==> config.mk <==
export PLATFORM = sky130hd
export DESIGN_NAME = bor_reset_seq
export DESIGN_NICKNAME = d
export VERILOG_FILES = /design/src/rtl/bor_seq_pkg.sv /design/src/rtl/bor_flag_sync.sv /design/src/rtl/bor_delay_ctr.sv /design/src/rtl/bor_idle_timer.sv /design/src/rtl/bor_reset_seq.sv
export SDC_FILE = /design/constraint.sdc
export NUM_CORES = 1
export LEC_CHECK = 0
export BUFFER_PORTS_ARGS = -buffer_cell sky130_fd_sc_hd__buf_2
export CORE_MARGIN = 8
export CORE_UTILIZATION = 33
export CTS_BUF_LIST = sky130_fd_sc_hd__clkbuf_16
export CTS_CLUSTER_DIAMETER = 60
export DETAILED_ROUTE_END_ITERATION = 16
export MAX_ROUTING_LAYER = met4
export PLACE_DENSITY_LB_ADDON = 0.08
export SLEW_MARGIN = 20
export SYNTH_ARGS = -nofsm -noshare
export SYNTH_HDL_FRONTEND = slang
export SYNTH_SLANG_ARGS = --single-unit
==> constraint.sdc <==
create_clock -name clk -period 3.87 [get_ports clk]
set_input_delay 0 -clock clk [delete_from_list [all_inputs] [get_ports clk]]
set_output_delay 0 -clock clk [all_outputs]
set_load 0.02 [all_outputs]
==> src/rtl/bor_seq_pkg.sv <==
package bor_seq_pkg;
   typedef enum logic [2:0] {
      ST_LOW   = 3'd0,
      ST_DELAY = 3'd1,
      ST_WAIT  = 3'd2,
      ST_COUNT = 3'd3,
      ST_RUN   = 3'd4
   } seq_state_e;
endpackage

==> src/rtl/bor_flag_sync.sv <==
module bor_flag_sync #(
   parameter int unsigned STAGES = 2
) (
   input  logic clk,
   input  logic clr_n,
   input  logic d_i,
   output logic q_o
);
   generate
      if (STAGES < 2) begin : g_bad_stages
         $error("bor_flag_sync: STAGES must be at least 2");
      end
   endgenerate

   logic [STAGES-1:0] chain;

   always_ff @(posedge clk or negedge clr_n) begin
      if (!clr_n) chain <= '0;
      else        chain <= {chain[STAGES-2:0], d_i};
   end

   assign q_o = chain[STAGES-1];
endmodule

==> src/rtl/bor_delay_ctr.sv <==
module bor_delay_ctr #(
   parameter int unsigned CYCLES = 12
) (
   input  logic clk,
   input  logic clr_n,
   input  logic run_i,
   output logic done_o
);
   localparam int unsigned W = (CYCLES > 1) ? $clog2(CYCLES) : 1;
   localparam logic [W-1:0] LAST = W'(CYCLES - 1);

   generate
      if (CYCLES < 1) begin : g_bad_cycles
         $error("bor_delay_ctr: CYCLES must be at least 1");
      end
   endgenerate

   logic [W-1:0] elapsed;

   always_ff @(posedge clk or negedge clr_n) begin
      if (!clr_n)               elapsed <= '0;
      else if (!run_i)          elapsed <= '0;
      else if (elapsed != LAST) elapsed <= elapsed + 1'b1;
   end

   assign done_o = run_i && (elapsed == LAST);

   // the counter never passes its last value while the delay runs
   p_delay_cap_r2: assert property (@(posedge clk) disable iff (!clr_n)
      (run_i && elapsed == LAST) |=> (elapsed == LAST || elapsed == '0));
endmodule

==> src/rtl/bor_idle_timer.sv <==
module bor_idle_timer #(
   parameter int unsigned CNT_W     = 16,
   parameter int unsigned PRESET_HI = 'h00F
) (
   input  logic             clk,
   input  logic             clr_n,
   input  logic             wipe_i,
   input  logic             load_i,
   input  logic             dec_i,
   input  logic [3:0]       preset_lo_i,
   output logic [CNT_W-1:0] cnt_o,
   output logic             zero_o
);
   localparam logic [CNT_W-1:0] HI_PART = CNT_W'(PRESET_HI) << 4;

   generate
      if (CNT_W < 8) begin : g_bad_width
         $error("bor_idle_timer: CNT_W must be at least 8");
      end
      if (PRESET_HI >= (1 << (CNT_W - 4))) begin : g_bad_hi
         $error("bor_idle_timer: PRESET_HI does not fit above the low nibble");
      end
   endgenerate

   logic [CNT_W-1:0] value;

   always_ff @(posedge clk or negedge clr_n) begin
      if (!clr_n)      value <= HI_PART;
      else if (wipe_i) value <= '0;
      else if (load_i) value <= HI_PART | CNT_W'(preset_lo_i);
      else if (dec_i)  value <= value - 1'b1;
   end

   assign cnt_o  = value;
   assign zero_o = (value == '0);

   // the sequencer never asks to decrement past zero
   p_dec_legal_r4: assert property (@(posedge clk) disable iff (!clr_n)
      dec_i |-> !zero_o);
endmodule

==> src/rtl/bor_reset_seq.sv <==
module bor_reset_seq
   import bor_seq_pkg::*;
#(
   parameter int unsigned DELAY_CYCLES = 12,
   parameter int unsigned CNT_W        = 16,
   parameter int unsigned PRESET_HI    = 'h00F,
   parameter int unsigned SYNC_STAGES  = 2
) (
   input  logic             clk,
   input  logic             supply_trig_i,
   input  logic             supply_bor_i,
   input  logic             bor_en_i,
   input  logic             ext_rst_n_i,
   input  logic [3:0]       preset_lo_i,
   input  logic             tick_en_i,
   output logic             rst_o,
   output logic [CNT_W-1:0] idle_cnt_o
);
   localparam logic [CNT_W-1:0] HI_CMP = CNT_W'(PRESET_HI);

   logic       trig_q, bor_q;
   logic       dly_done, tmr_zero;
   logic       tmr_load, tmr_dec, tmr_wipe, underflow;
   logic       int_rst;
   seq_state_e st, st_nx;

   bor_flag_sync #(.STAGES(SYNC_STAGES)) i_trig_sync (
      .clk(clk), .clr_n(supply_trig_i), .d_i(1'b1), .q_o(trig_q));

   bor_flag_sync #(.STAGES(SYNC_STAGES)) i_bor_sync (
      .clk(clk), .clr_n(supply_trig_i), .d_i(supply_bor_i), .q_o(bor_q));

   bor_delay_ctr #(.CYCLES(DELAY_CYCLES)) i_delay (
      .clk(clk), .clr_n(supply_trig_i),
      .run_i(bor_en_i && st == ST_DELAY), .done_o(dly_done));

   bor_idle_timer #(.CNT_W(CNT_W), .PRESET_HI(PRESET_HI)) i_timer (
      .clk(clk), .clr_n(supply_trig_i), .wipe_i(tmr_wipe),
      .load_i(tmr_load), .dec_i(tmr_dec), .preset_lo_i(preset_lo_i),
      .cnt_o(idle_cnt_o), .zero_o(tmr_zero));

   assign underflow = (st == ST_COUNT) && bor_q && tick_en_i && tmr_zero;
   assign tmr_wipe  = !bor_en_i;
   assign tmr_dec   = bor_en_i && (st == ST_COUNT) && bor_q && tick_en_i && !tmr_zero;
   assign tmr_load  = bor_en_i &&
                      ((st == ST_LOW) || (st == ST_DELAY) || (st == ST_WAIT) ||
                       (((st == ST_COUNT) || (st == ST_RUN)) && !bor_q));

   always_comb begin
      st_nx = st;
      if (!bor_en_i) begin
         st_nx = ST_LOW;
      end else begin
         unique case (st)
            ST_LOW:   if (trig_q)    st_nx = ST_DELAY;
            ST_DELAY: if (dly_done)  st_nx = ST_WAIT;
            ST_WAIT:  if (bor_q)     st_nx = ST_COUNT;
            ST_COUNT: if (!bor_q)    st_nx = ST_WAIT;
                      else if (underflow) st_nx = ST_RUN;
            ST_RUN:   if (!bor_q)    st_nx = ST_WAIT;
            default:                 st_nx = ST_LOW;
         endcase
      end
   end

   always_ff @(posedge clk or negedge supply_trig_i) begin
      if (!supply_trig_i) st <= ST_LOW;
      else                st <= st_nx;
   end

   assign int_rst = bor_en_i && (st != ST_RUN);
   assign rst_o   = int_rst || !ext_rst_n_i;

   // internal reset falls only after a tick seen with the timer at zero
   p_release_on_underflow_r4: assert property (@(posedge clk) disable iff (!supply_trig_i)
      (bor_en_i && $past(bor_en_i) && $fell(int_rst)) |-> $past(tick_en_i && tmr_zero));

   // a low brownout flag always leads out of the released state
   p_bor_drop_r6: assert property (@(posedge clk) disable iff (!supply_trig_i)
      (bor_en_i && !bor_q) |=> (st != ST_RUN));

   // during the delay the timer carries the preset's high part
   p_preset_in_delay_r2: assert property (@(posedge clk) disable iff (!supply_trig_i)
      (bor_en_i && st == ST_DELAY) |=> ((idle_cnt_o >> 4) == HI_CMP));

   // no tick, no movement of the timer while counting
   p_hold_no_tick_r3: assert property (@(posedge clk) disable iff (!supply_trig_i)
      (bor_en_i && st == ST_COUNT && bor_q && !tick_en_i) |=> $stable(idle_cnt_o));

   // with the strap off the timer reads zero after the next edge
   p_disabled_zero_r8: assert property (@(posedge clk) disable iff (!supply_trig_i)
      !bor_en_i |=> (idle_cnt_o == '0));

   // once released with the flag steady, the timer stays at zero
   p_run_quiet_r5: assert property (@(posedge clk) disable iff (!supply_trig_i)
      (bor_en_i && st == ST_RUN && bor_q) |=> (idle_cnt_o == '0));
endmodule

Word-level counts from Yosys, hierarchy flattened. Index checks and enable logic that the tools add are counted.

Add/subtract/negate cells: 2. Multipliers: 0. Divide/modulo/power cells: 0. $lt $le $gt $ge: 0. Equal/unequal tests: 14. Shift-type cells: 0. Multiplexer cells: 13. Bitwise logic cells: 0. Reduce and logical (&&, ||, !) cells: 23.

Operators with widths (count): 16-bit 2-to-1 mux (3); 3-bit 2-to-1 mux (7); 16-bit zero test (1); 16-bit by 1-bit subtractor with 16-bit output (second input constant) (1); 3-bit case mux with 5 select lines (1); 1-bit logical AND (12); 3-bit != test (second input constant) (3); 4-bit 2-to-1 mux (2); 4-bit != test (second input constant) (2); 3-bit by 2-bit equality test with 1-bit output (second input constant) (2); 3-bit by 2-bit != test with 1-bit output (second input constant) (2); 1-bit logical OR (5); 5-bit AND reduction (1); 4-bit by 1-bit adder with 4-bit output (second input constant) (1); 4-bit equality test (second input constant) (1); 3-bit by 1-bit equality test with 1-bit output (second input constant) (1); 3-bit equality test (second input constant) (1); 1-bit zero test (3); 3-bit zero test (1); 3-bit by 1-bit != test with 1-bit output (second input constant) (1); 2-bit != test (second input constant) (1).

Bits in registers: 27. Bits in latches: 0. RAM bits: 0. Memory bits (read-only): 0. Bits of input ports: 10. Output and inout bits: 17. Logic and storage cells: 57. Memories kept: 0.

Logic depth before layout (Yosys ltp).
Word-level depth: 8. Gate-level depth with buffers: 8.

Modules after synthesis. From an unflattened synthesis, not the netlist that was laid out.

Cell total of the unflattened synthesis: 153. Area total of the unflattened synthesis: 1467.7 sq um.

Modules (own cells, without submodules): bor_idle_timer (times used 1, cells each 92, area each 888.4 sq um); bor_reset_seq (times used 1, cells each 37, area each 266.5 sq um); bor_delay_ctr (times used 1, cells each 20, area each 212.7 sq um); bor_flag_sync (times used 2, cells each 2, area each 50.0 sq um).

Worst setup path after synthesis. Ideal clock, no wire load.

Kind: reg-to-reg. From: register i_timer.value[0] (netlist: i_timer.cnt_o[0]). To: register st[0]. Data arrival time: 1694 ps. Data required time: 3745 ps. Slack: 2051 ps. Cell stages (with the launch flop): 8. Path buffers: 0. Cell sequence: dfrtp_1 -> inv_1 -> ha_1 -> nor3b_2 -> nand4_1 -> o311ai_2 -> a21oi_1 -> mux2_4.

Longest elaborated chain between the ends: 4.

RTL lines: start, declared (RTL line bor_idle_timer.sv:25) `logic [CNT_W-1:0] value;`; start signal, assigned (RTL line bor_idle_timer.sv:30) `else if (load_i) value <= HI_PART | CNT_W'(preset_lo_i);`; start signal, assigned (RTL line bor_idle_timer.sv:31) `else if (dec_i) value <= value - 1'b1;`; 16-bit zero test (RTL line bor_idle_timer.sv:35) `assign zero_o = (value == '0);`; 1-bit logical AND (RTL line bor_reset_seq.sv:42) `assign underflow = (st == ST_COUNT) && bor_q && tick_en_i && tmr_zero;`; 4-bit != test (no line); 5-bit AND reduction (no line); end signal, assigned (RTL line bor_reset_seq.sv:68) `else st <= st_nx;`; end, declared (RTL line bor_reset_seq.sv:25) `seq_state_e st, st_nx;`.

Every way passes these cells. A chain may end at the register's enable or synchronous reset.

Final worst setup path. Ends and elaborated chain as after synthesis.

==> impl_results.html <==
<table>
<tr><th>Metric</th><th>Value</th></tr>
<tr><th colspan="2">Run status</th></tr>
<tr><td>Status</td><td>complete, no violations</td></tr>
<tr><th colspan="2">Clocking</th></tr>
<tr><td>Root Driver</td><td>sky130_fd_sc_hd__clkbuf_16</td></tr>
<tr><td>Gates resized, CTS repair</td><td>0</td></tr>
<tr><td>Count of hold-fix buffers inserted at cts</td><td>2</td></tr>
<tr><td>Source-to-sink clock delay at the later pin of the worst-skew pair</td><td>0.26 ns</td></tr>
<tr><td>TritonCTS clock tree</td><td>yes</td></tr>
<tr><td># H-tree levels</td><td>1</td></tr>
<tr><td>Number of clock buffers inserted by TritonCTS</td><td>3</td></tr>
<tr><td>Clk sinks</td><td>27</td></tr>
<tr><td>Setup Buffers After CTS</td><td>0</td></tr>
<tr><td>Clock tree buffer depth</td><td>2</td></tr>
<tr><td>Register clock-pin slew on the reported worst setup and hold paths</td><td>0.07 ns</td></tr>
<tr><th colspan="2">Cells and area</th></tr>
<tr><td>Diodes inserted</td><td>0</td></tr>
<tr><td>Fraction of final layout cells with drive strength greater than 1</td><td>0.253</td></tr>
<tr><td>Commonest non-fill, non-tap cell in the layout</td><td>sky130_fd_sc_hd__buf_2</td></tr>
<tr><td>Layout Area Growth over Synthesis</td><td>16.7%</td></tr>
<tr><td>Post-layout nets</td><td>191</td></tr>
<tr><td>Most used cells in the layout excluding fill and tap cells</td><td>26 x sky130_fd_sc_hd__buf_2, 23 x sky130_fd_sc_hd__dfrtp_1, 17 x sky130_fd_sc_hd__nor2_1</td></tr>
<tr><th colspan="2">Worst setup path</th></tr>
<tr><td>Biggest cell delay along the critical path</td><td>0.51 ns</td></tr>
<tr><td>CP Launch Point</td><td>i_timer.cnt_o[0]</td></tr>
<tr><td>RR Startpoint</td><td>i_timer.cnt_o[0]</td></tr>
<tr><td>Data arrival time of the critical path</td><td>2.52 ns</td></tr>
<tr><td>Required time at the endpoint of the critical path</td><td>4.02 ns</td></tr>
<tr><td>Endpoint of the most critical register-to-register path</td><td>st[0]</td></tr>
<tr><td>Startpoint kind of the worst setup timing path</td><td>flop</td></tr>
<tr><td>Peak fanout along the critical path</td><td>13</td></tr>
<tr><td>Worst Reg2Reg Path Length in Cells</td><td>7</td></tr>
<tr><td>Worst Setup End Kind</td><td>flop</td></tr>
<tr><td>Critical path endpoint</td><td>st[0]</td></tr>
<tr><td>Highest-delay cell along the critical path</td><td>sky130_fd_sc_hd__nand4_1</td></tr>
<tr><td>R2R setup slack</td><td>1.50 ns</td></tr>
<tr><td>CP Cell Sequence</td><td>inv_1, ha_1, nor3b_2, nand4_1, o311ai_2, a21oi_1, mux2_4</td></tr>
<tr><td>Critical Setup Path Class</td><td>flop to flop</td></tr>
<tr><th colspan="2">Logic synthesis</th></tr>
<tr><td>Async S/R FF share, synth</td><td>1.00</td></tr>
<tr><td>Distinct cell type count after synthesis</td><td>43</td></tr>
<tr><td>Most instantiated flip-flop cell in the synthesis netlist</td><td>sky130_fd_sc_hd__dfrtp_1</td></tr>
<tr><td>Number of warnings printed during yosys synthesis</td><td>0</td></tr>
<tr><td>Synthesized netlist net count</td><td>164</td></tr>
<tr><td>Portion of the post-synthesis area used by sequential elements</td><td>0.444</td></tr>
<tr><td>Post-Syn Instances</td><td>152</td></tr>
<tr><td>Post-synth EDFFs</td><td>0</td></tr>
<tr><td>Yosys reg bits</td><td>27</td></tr>
<tr><td>Area of the mapped netlist</td><td>0.00153 sq mm</td></tr>
<tr><td>Post-synthesis average cell area</td><td>10.1 sq um</td></tr>
<tr><th colspan="2">Global route</th></tr>
<tr><td>First-pass GRT wire length</td><td>5610 um</td></tr>
<tr><td>Vias in the first global route</td><td>1,181</td></tr>
<tr><td>Initial antenna violation count</td><td>0</td></tr>
<tr><td>Global-route congestion overflow total</td><td>0</td></tr>
<tr><td>Pin count of the biggest net entering global routing</td><td>28</td></tr>
<tr><td>Total global-route track usage</td><td>0.0981</td></tr>
<tr><th colspan="2">Drt</th></tr>
<tr><td>Initial DRC count</td><td>41</td></tr>
<tr><td>First-pass detailed-route iteration total</td><td>4</td></tr>
<tr><td>Total number of vias</td><td>1,164</td></tr>
<tr><td>Post-route DRC violation count</td><td>0</td></tr>
<tr><td>Aggregate routed wire length</td><td>3340 um</td></tr>
<tr><td>Average routed wire per standard cell</td><td>14.5 um</td></tr>
<tr><td>Number of nets with antenna violations after detailed routing</td><td>0</td></tr>
<tr><td>Vias per cell</td><td>5.06</td></tr>
<tr><th colspan="2">Min path</th></tr>
<tr><td>Hold Crit Class</td><td>input pin to flop</td></tr>
<tr><th colspan="2">Floorplan</th></tr>
<tr><td>Placement row count</td><td>24</td></tr>
<tr><td>Full die area</td><td>0.00708 sq mm</td></tr>
<tr><td>Die X-Extent</td><td>84.2 um</td></tr>
<tr><td>I/O pins</td><td>27</td></tr>
<tr><td>Chip height</td><td>84.2 um</td></tr>
<tr><td>Placeable core region</td><td>0.00441 sq mm</td></tr>
<tr><td>Starting Density</td><td>0.347</td></tr>
<tr><th colspan="2">Place</th></tr>
<tr><td>Port-buffer cells</td><td>26</td></tr>
<tr><td>HPWL Detailed</td><td>2450 um</td></tr>
<tr><td>Placer congestion estimate</td><td>0.795</td></tr>
<tr><th colspan="2">STA</th></tr>
<tr><td>Final number of max-transition violations</td><td>0</td></tr>
<tr><td>Min Tclk post-route</td><td>2.37 ns</td></tr>
<tr><td>RSZ-0062 raised after global routing</td><td>false</td></tr>
<tr><td>Worst max-slew margin expressed relative to the limit</td><td>0.577</td></tr>
<tr><td>Final period util</td><td>0.613</td></tr>
<tr><td>Setup Skew</td><td>0.00345 ns</td></tr>
<tr><td>Setup Viol. Count Final</td><td>0</td></tr>
<tr><td>Number of hold violations in the final report</td><td>0</td></tr>
<tr><td>Achievable Freq</td><td>421 MHz</td></tr>
<tr><td>Actual slew at the worst max-slew pin</td><td>0.635 ns</td></tr>
<tr><td>Post-route setup TNS</td><td>0 ns</td></tr>
<tr><th colspan="2">Power</th></tr>
<tr><td>Clock network fraction of design power</td><td>0.328</td></tr>
<tr><td>Register share of total power</td><td>0.471</td></tr>
<tr><td>Switching Share</td><td>0.310</td></tr>
<tr><td>Combinational share of power</td><td>0.201</td></tr>
<tr><td>Power density over the cells</td><td>417 mW/mm^2</td></tr>
<tr><td>Reported leakage power</td><td>0.000788 uW</td></tr>
<tr><td>Net load switching power</td><td>231 uW</td></tr>
<tr><td>Sum of internal, switching and leakage power</td><td>745 uW</td></tr>
<tr><td>Max IR drop VDD</td><td>144 uV</td></tr>
<tr><td>Total internal power</td><td>514 uW</td></tr>
<tr><th colspan="2">Job</th></tr>
<tr><td>Max-capacitance violation count</td><td>0</td></tr>
</table>
Yosys cell counts, types with 4 or more instances:
library cell / number / area share
sky130_fd_sc_hd__xor2_1: 13 / 0.074
sky130_fd_sc_hd__a21boi_1: 4 / 0.020
sky130_fd_sc_hd__a21oi_1: 5 / 0.016
sky130_fd_sc_hd__nor2_1: 17 / 0.042
sky130_fd_sc_hd__nand3_1: 6 / 0.020
sky130_fd_sc_hd__dfrtp_1: 23 / 0.38
sky130_fd_sc_hd__dfstp_2: 4 / 0.069
sky130_fd_sc_hd__nand4_1: 7 / 0.029
sky130_fd_sc_hd__o21ai_0: 6 / 0.020
sky130_fd_sc_hd__nand2_1: 14 / 0.034
sky130_fd_sc_hd__mux2i_1: 4 / 0.026
sky130_fd_sc_hd__inv_1: 6 / 0.015
routing by layer:
layer	vias to the layer above	global-route usage	wire length [um]
met4	0	0.0283	34
met1	556	0.114	1500
li1	581	-	-
met2	22	0.164	1660
met5	-	-	0
met3	5	0.0242	143
registers in the layout, indices dropped and copies added (netlist names):
register,flops
i_timer.cnt_o,16
i_delay.elapsed,4
st,3
i_bor_sync.chain,2
i_trig_sync.chain,2
power groups by stage:
stage                     clock network (uW)  registers (uW)  logic [uW]
after floorplan                            0             348         122
after global placement                     0             355         146
after detailed placement                   0             355         151
after CTS                                255             350         153
after global routing                     266             357         169
final                                    244             351         150
kinds of logic after synthesis:
group,count (synthesis),share of synthesized area
simple gates,66,0.264
mux,6,0.0433
other cells,1,0.00245
compound gates,22,0.0955
xor+xnor,16,0.0914
flops,27,0.444
buf+inv,12,0.0424
fa+ha+maj,2,0.0163
cell type report:
cell class,instances,area (sq um)
Fill cell,443,2630
Multi-Input combinational cell,113,787
Sequential cell,27,681
Timing Repair Buffer,28,150
Clock buffer,3,75.1
Tap cell,52,65.1
Inverter,6,22.5
Clock inverter,1,7.51
critical path: cells and delay by family, from the launching register on:
family,cells,cell delay [ns]
buf+inv,1,0.10
compound gates,2,0.52
flops,1,0.41
fa+ha+maj,1,0.17
simple gates,2,0.80
mux,1,0.27
per-stage QoR:
step,area [sq um],utilization,worst slack [ns],hold WS [ns],std cells
4_1_cts,1790,0.405,1.46,0.0264,230
2_1_floorplan,1530,-,2.05,-0.296,152
3_5_place_dp,1690,0.382,1.49,0.0647,224
3_3_place_gp,1690,0.382,1.62,0.0511,224
6_report,1790,0.405,1.50,0.0273,230
5_1_grt,1790,0.405,1.26,0.0364,230
worst min path at each step:
stage                     cells past startpoint                  end           start
final                                         3     i_timer.cnt_o[0]  preset_lo_i[0]
after global routing                          3     i_timer.cnt_o[0]  preset_lo_i[0]
after CTS                                     3     i_timer.cnt_o[0]  preset_lo_i[0]
after detailed placement                      1    i_timer.cnt_o[14]   supply_trig_i
after global placement                        1    i_timer.cnt_o[15]   supply_trig_i
after floorplan                               0  i_bor_sync.chain[0]   supply_trig_i
Power figures use the tool's default switching activity.
